$ cat config.mk
export PLATFORM = sky130hd
export DESIGN_NAME = fp_set_accum
export DESIGN_NICKNAME = d
export VERILOG_FILES = /design/src/rtl/fpacc_pkg.sv /design/src/rtl/fpacc_datapath.sv /design/src/rtl/fpacc_ctrl.sv /design/src/rtl/fp_set_accum.sv
export SDC_FILE = /design/constraint.sdc
export NUM_CORES = 1
export LEC_CHECK = 0
export BUFFER_PORTS_ARGS = -buffer_cell sky130_fd_sc_hd__buf_2
export CAP_MARGIN = 20
export CORE_ASPECT_RATIO = 1.1
export CORE_MARGIN = 1
export CORE_UTILIZATION = 35
export DETAILED_ROUTE_END_ITERATION = 10
export GPL_TIMING_DRIVEN = 0
export PLACE_DENSITY = 0.5
export SLEW_MARGIN = 20
export SYNTH_ARGS = -nofsm -noshare
export SYNTH_HDL_FRONTEND = slang
export SYNTH_SLANG_ARGS = --single-unit
$ cat constraint.sdc
create_clock -name clk -period 7.7 [get_ports clk]
set_clock_uncertainty 0.05 [all_clocks]
set_input_delay 1.925 -clock clk [delete_from_list [all_inputs] [get_ports clk]]
set_output_delay 1.925 -clock clk [all_outputs]
set_load 0.1 [all_outputs]
$ cat src/rtl/fpacc_pkg.sv
package fpacc_pkg;
  // Strobes from control to datapath
  typedef struct packed {
    logic adv;      // pipeline advances this cycle
    logic restart;  // stage-1 sample opens a new set
  } accCtrlT;

  // Range class of the incoming sample
  typedef struct packed {
    logic tooBig;
    logic tooSmall;
  } inClassT;
endpackage

$ cat src/rtl/fpacc_datapath.sv
module fpacc_datapath
  import fpacc_pkg::*;
#(
  parameter int ACC_LSB    = -20,
  parameter int ACC_MSB    = 30,
  parameter int IN_MAX_EXP = 30
) (
  input  logic        clk,
  input  logic        rst,
  input  accCtrlT     ctrl,
  input  logic [31:0] dataIn,
  output inClassT     inClass,
  output logic        sumOvf,
  output logic [31:0] sumOut
);
  localparam int W = ACC_MSB - ACC_LSB + 2;
  localparam int MANT_W = 24;

  logic [7:0]        expField;
  int                unbExp;
  int                sh;
  logic [MANT_W-1:0] mant;
  logic [W-1:0]      mag;
  logic [W-1:0]      addendD;
  logic [W-1:0]      addendQ;
  logic [W-1:0]      accQ;
  logic [W:0]        wideSum;

  // Sample decode and alignment onto the accumulator grid
  always_comb begin
    expField = dataIn[30:23];
    unbExp   = int'(expField) - 127;
    mant     = {1'b1, dataIn[22:0]};
    inClass.tooBig   = (expField == 8'hFF) || (expField != 8'h00 && unbExp > IN_MAX_EXP);
    inClass.tooSmall = (expField != 8'h00) && (expField != 8'hFF) && (unbExp < ACC_LSB);
    sh  = unbExp - (MANT_W - 1) - ACC_LSB;
    mag = '0;
    if (expField != 8'h00 && !inClass.tooBig && !inClass.tooSmall) begin
      if (sh >= 0) mag = W'(mant) << sh;
      else         mag = W'(mant) >> (-sh);
    end
    addendD = dataIn[31] ? -mag : mag;
  end

  // One extra bit catches a sum leaving the two's-complement range
  assign wideSum = {accQ[W-1], accQ} + {addendQ[W-1], addendQ};
  assign sumOvf  = wideSum[W] ^ wideSum[W-1];

  function automatic logic [31:0] toFloat(input logic [W-1:0] v);
    logic         neg;
    logic [W-1:0] mg;
    logic [W-1:0] nrm;
    int           lead;
    logic [7:0]   bexp;
    neg  = v[W-1];
    mg   = neg ? -v : v;
    lead = 0;
    for (int i = 0; i < W; i++) if (mg[i]) lead = i;
    nrm  = mg << (W - 1 - lead);
    bexp = 8'(lead + ACC_LSB + 127);
    if (mg == '0) return 32'h0;
    return {neg, bexp, nrm[W-2 -: 23]};
  endfunction

  always_ff @(posedge clk or posedge rst) begin
    if (rst) begin
      addendQ <= '0;
      accQ    <= '0;
      sumOut  <= '0;
    end else if (ctrl.adv) begin
      addendQ <= addendD;
      accQ    <= ctrl.restart ? addendQ : wideSum[W-1:0];
      sumOut  <= toFloat(accQ);
    end
  end

  p_load_r1: assert property (@(posedge clk) disable iff (rst)
    ctrl.adv && ctrl.restart |=> accQ == $past(addendQ));
  p_stall_r7: assert property (@(posedge clk) disable iff (rst)
    !ctrl.adv |=> $stable(accQ) && $stable(sumOut));
  p_pos_zero_r8: assert property (@(posedge clk) disable iff (rst)
    sumOut[30:0] == 31'h0 |-> !sumOut[31]);
endmodule

$ cat src/rtl/fpacc_ctrl.sv
module fpacc_ctrl
  import fpacc_pkg::*;
(
  input  logic    clk,
  input  logic    rst,
  input  logic    clkEn,
  input  logic    setStart,
  input  inClassT inClass,
  input  logic    sumOvf,
  output accCtrlT ctrl,
  output logic    inOverflow,
  output logic    inUnderflow,
  output logic    accOverflow
);
  logic startQ, s1Ovf, s1Unf;
  logic stOvf, stUnf, stAcc;

  assign ctrl.adv     = clkEn;
  assign ctrl.restart = startQ;

  always_ff @(posedge clk or posedge rst) begin
    if (rst) begin
      startQ <= 1'b0; s1Ovf <= 1'b0; s1Unf <= 1'b0;
      stOvf  <= 1'b0; stUnf <= 1'b0; stAcc <= 1'b0;
      inOverflow <= 1'b0; inUnderflow <= 1'b0; accOverflow <= 1'b0;
    end else if (clkEn) begin
      startQ <= setStart;
      s1Ovf  <= inClass.tooBig;
      s1Unf  <= inClass.tooSmall;
      if (startQ) begin
        stOvf <= s1Ovf;
        stUnf <= s1Unf;
        stAcc <= 1'b0;
      end else begin
        stOvf <= stOvf | s1Ovf;
        stUnf <= stUnf | s1Unf;
        stAcc <= stAcc | sumOvf;
      end
      inOverflow  <= stOvf;
      inUnderflow <= stUnf;
      accOverflow <= stAcc;
    end
  end

  p_sticky_r6: assert property (@(posedge clk) disable iff (rst)
    clkEn && !startQ && stUnf |=> stUnf);
  p_clear_r5: assert property (@(posedge clk) disable iff (rst)
    clkEn && startQ |=> !stAcc);
  p_frozen_r7: assert property (@(posedge clk) disable iff (rst)
    !clkEn |=> $stable(inOverflow) && $stable(inUnderflow) && $stable(accOverflow));
endmodule

$ cat src/rtl/fp_set_accum.sv
module fp_set_accum
  import fpacc_pkg::*;
#(
  parameter int ACC_LSB    = -20,
  parameter int ACC_MSB    = 30,
  parameter int IN_MAX_EXP = 30
) (
  input  logic        clk,
  input  logic        rst,
  input  logic        clkEn,
  input  logic [31:0] dataIn,
  input  logic        setStart,
  output logic [31:0] sumOut,
  output logic        inOverflow,
  output logic        inUnderflow,
  output logic        accOverflow
);
  accCtrlT ctrl;
  inClassT inClass;
  logic    sumOvf;

  fpacc_ctrl u_ctrl (
    .clk(clk), .rst(rst), .clkEn(clkEn), .setStart(setStart),
    .inClass(inClass), .sumOvf(sumOvf), .ctrl(ctrl),
    .inOverflow(inOverflow), .inUnderflow(inUnderflow), .accOverflow(accOverflow)
  );

  fpacc_datapath #(.ACC_LSB(ACC_LSB), .ACC_MSB(ACC_MSB), .IN_MAX_EXP(IN_MAX_EXP)) u_dp (
    .clk(clk), .rst(rst), .ctrl(ctrl), .dataIn(dataIn),
    .inClass(inClass), .sumOvf(sumOvf), .sumOut(sumOut)
  );
endmodule

==> impl_results.md <==
- Root Driver: clkbuf_16
- Port Buffers: 66
- Antenna violation net count after detailed routing: 0
- CTS H-Tree Depth: 4
- Design Power: 8.27 mW
- Share of the yosys chip area belonging to registers: 0.171
- Commonest non-fill, non-tap cell in the layout: nor2_1
- P_leak: 9.73 nW
- Via Count: 24.0k
- Drt total wl: 97.4 mm
- Die area: 61400 sq um
- Final-stage net count: 3131
- Max VDD drop: 0.000206 V
- Post-synth ARST share: 1.00
- Pre-CTS setup slack: -1.74 ns
- Largest net degree at the start of global routing: 81
- Share of Yosys cell area claimed by the top area cell type: 0.171
- Syn_area_per_cell: 7.30 sq um
- Hold Vio Cnt, Final: 0
- Most used cell along the critical path: buf_6
- Die width: 236 um
- Top cell type by total area after synthesis: dfrtp_1
- Area grow syn2layout: 14.1%
- Post-synthesis net count: 3006
- Vias in the first global route: 23.9k
- Clock-pin slew on the worst setup and hold paths: 0.08 ns
- Initial Utilization: 0.354
- Largest family of logic cells by synthesized area: compound AO/OA/AOI/OAI gates
- Largest cells by area after synthesis: dfrtp_1, mux2i_1, nor2_1
- Chip height: 260 um
- Post-synthesis compound-gate area fraction: 0.306
- Synth Area in XOR/XNOR: 0.0636
- Routed wire per std cell: 25.6 um
- Critical Setup Path Class: input port to register
- Initial DRC count: 1937
- Worst Max-Slew Pin Slew: 1.08 ns
- Total grt overflow: 0
- Share of cells above drive strength 1: 0.139
- CP endpoint kind: register
- Multiplexer area fraction after synthesis: 0.0993
- CTS tree: built
- Hold slack: 0.428 ns
- Setup violations, final: 0
- All-layer global routing usage: 0.312
- Clk_lat worst skew: 0.46 ns
- Final worst path period need: 7.51 ns
- Largest stage delay on the critical path: 0.54 ns
- Final period util: 0.975
- Sink Count: 145
- Antenna Cells: 0
- Core ar.: 59700 sq um
- Antenna violations before repair: 0
- Mapped Area: 21200 sq um
- CP Max Fanout: 18
- Post-synthesis instance total: 2900
- Row cnt: 94
- DR vias/cell: 6.32
- Max transition margin: 0.279
- Synth Flop Type: dfrtp_1
- Simple-Gate Fraction of Synth Area: 0.259
- Final WS setup: 0.190 ns
- DP HPWL: 78.9 mm
- FMAX: 133 MHz
- FF+latch count, synth: 145
- Worst-case clock buffer depth: 2
- Hold Crit Class: register to register
- Pwr dens: 343 nW/um^2
- Fraction of the mapped netlist area in adder cells: 0.0417
- Req. time, crit path: 8.05 ns
- Status: complete, no violations
- Setup crit start kind: input port
- # hold bufs at CTS: 0
- Crit path DAT: 7.86 ns
- GPL Wtd Cong: 1.02
- # DRC: 0
- Yosys warning total: 0
- Netlist cell types: 118
- 1st-pass router iterations: 8
- EDFF count, synth: 0
- I/O pin count: 71
- First-pass GRT wire length: 148 mm
- Leading cell types in the layout, fill and taps excluded: nor2_1, nand2_1, a21oi_1
- Max-slew violation count: 0
- CP max-delay cell: or4_1
- Max-Cap Viols: 0
- Total CTS buffers: 17
[routing by layer]
metal | vias to the layer above | global-route usage | wire length, um | part of all wire
met5 | - | 0 | 0 | 0
met4 | 0 | 0.210 | 7120 | 0.073
met3 | 271 | 0.0288 | 3530 | 0.036
met2 | 905 | 0.565 | 48600 | 0.50
met1 | 11739 | 0.347 | 38100 | 0.39
li1 | 11134 | - | - | -
[synth_stat cells (all sizes together), types with 24 or more instances]
| cell | number |
|---|---|
| nor2 | 345 |
| ha | 69 |
| nand3 | 113 |
| a21o | 42 |
| and2 | 24 |
| a21oi | 246 |
| nand4 | 43 |
| or3 | 26 |
| nor2b | 27 |
| xnor2 | 82 |
| a31oi | 52 |
| nand2 | 255 |
| o21a | 39 |
| and3 | 25 |
| o21ai | 172 |
| clkbuf | 142 |
| buf | 78 |
| o211ai | 33 |
| mux2i | 148 |
| or2 | 24 |
| nand2b | 41 |
| o31ai | 36 |
| inv | 71 |
| mux2 | 43 |
| nor3 | 78 |
| xor2 | 63 |
| nor4 | 44 |
| dfrtp | 145 |
| o41ai | 35 |
[registers in the layout (all words and copies together), names as in the netlist]
register,cells
u_ctrl.s1Unf,1
u_ctrl.startQ,1
u_dp.addendQ,52
u_ctrl.s1Ovf,1
u_ctrl.accOverflow,1
u_dp.sumOut,32
u_ctrl.stUnf,1
u_ctrl.stOvf,1
u_ctrl.inUnderflow,1
u_dp.accQ,52
u_ctrl.stAcc,1
u_ctrl.inOverflow,1
[layout make-up]
cell class              count  area, sq um
flip-flops and latches    145         3630
inverters                  76          313
plain buffers             219         1090
repair buffers            107          689
clock buffers              18          439
multi-input cells        2459        16800
clock inverters            14          170
well taps                 768          961
fillers                  6353        35600
[per-stage QoR]
stage / TNS (ns) / util / std cells / area (sq um)
after floorplan: 0 / - / 2900 / 21300
after global placement: -118.04 / 0.378 / 3734 / 22600
after detailed placement: -92.42 / 0.379 / 3735 / 22700
after CTS: 0 / 0.399 / 3795 / 23900
after global routing: -0.0405 / 0.404 / 3806 / 24100
final: 0 / 0.404 / 3806 / 24100
[logic make-up after synthesis]
kind of cell,count (synthesis)
buffers and inverters,296
and+or+nand+nor,1097
AOI/OAI and AO/OA,949
adders and majority gates,70
muxes,197
DFF,145
xor gates and xnor gates,146
[worst paths after layout]
path,from,end,slack [ns],depth (start not counted)
min,u_dp.sumOut[7],u_dp.sumOut[7],0.43,2
max reg2reg,u_dp.accQ[13],u_dp.sumOut[21],0.26,23
max,dataIn[23],u_dp.addendQ[21],0.19,32
min reg2reg,u_dp.sumOut[7],u_dp.sumOut[7],0.43,2
max in group asynchronous,rst,u_dp.sumOut[25],5.32,3
min in group asynchronous,rst,u_dp.accQ[5],1.46,2
[power by group]
group | internal [mW] | leakage [nW] | switching [mW] | total, mW
clock | 0.497 | 0.293 | 0.389 | 0.886
combinational | 1.97 | 7.63 | 4.29 | 6.26
sequential | 0.940 | 1.81 | 0.188 | 1.13
[critical path: cells and delay by family]
kind / cells / cell delay (ns)
adders and majority gates: 2 / 0.48
AOI/OAI and AO/OA: 5 / 1.02
and+or+nand+nor: 13 / 2.68
buffers and inverters: 12 / 1.68
[repair_timing]
item / 4_1_cts / 5_1_grt
buffers inserted: 29 / 11
setup endpoints to repair: 74 / 72
pin swaps: 25 / 16
resized for setup: 78 / 51
(Power assumes the default switching activity.)
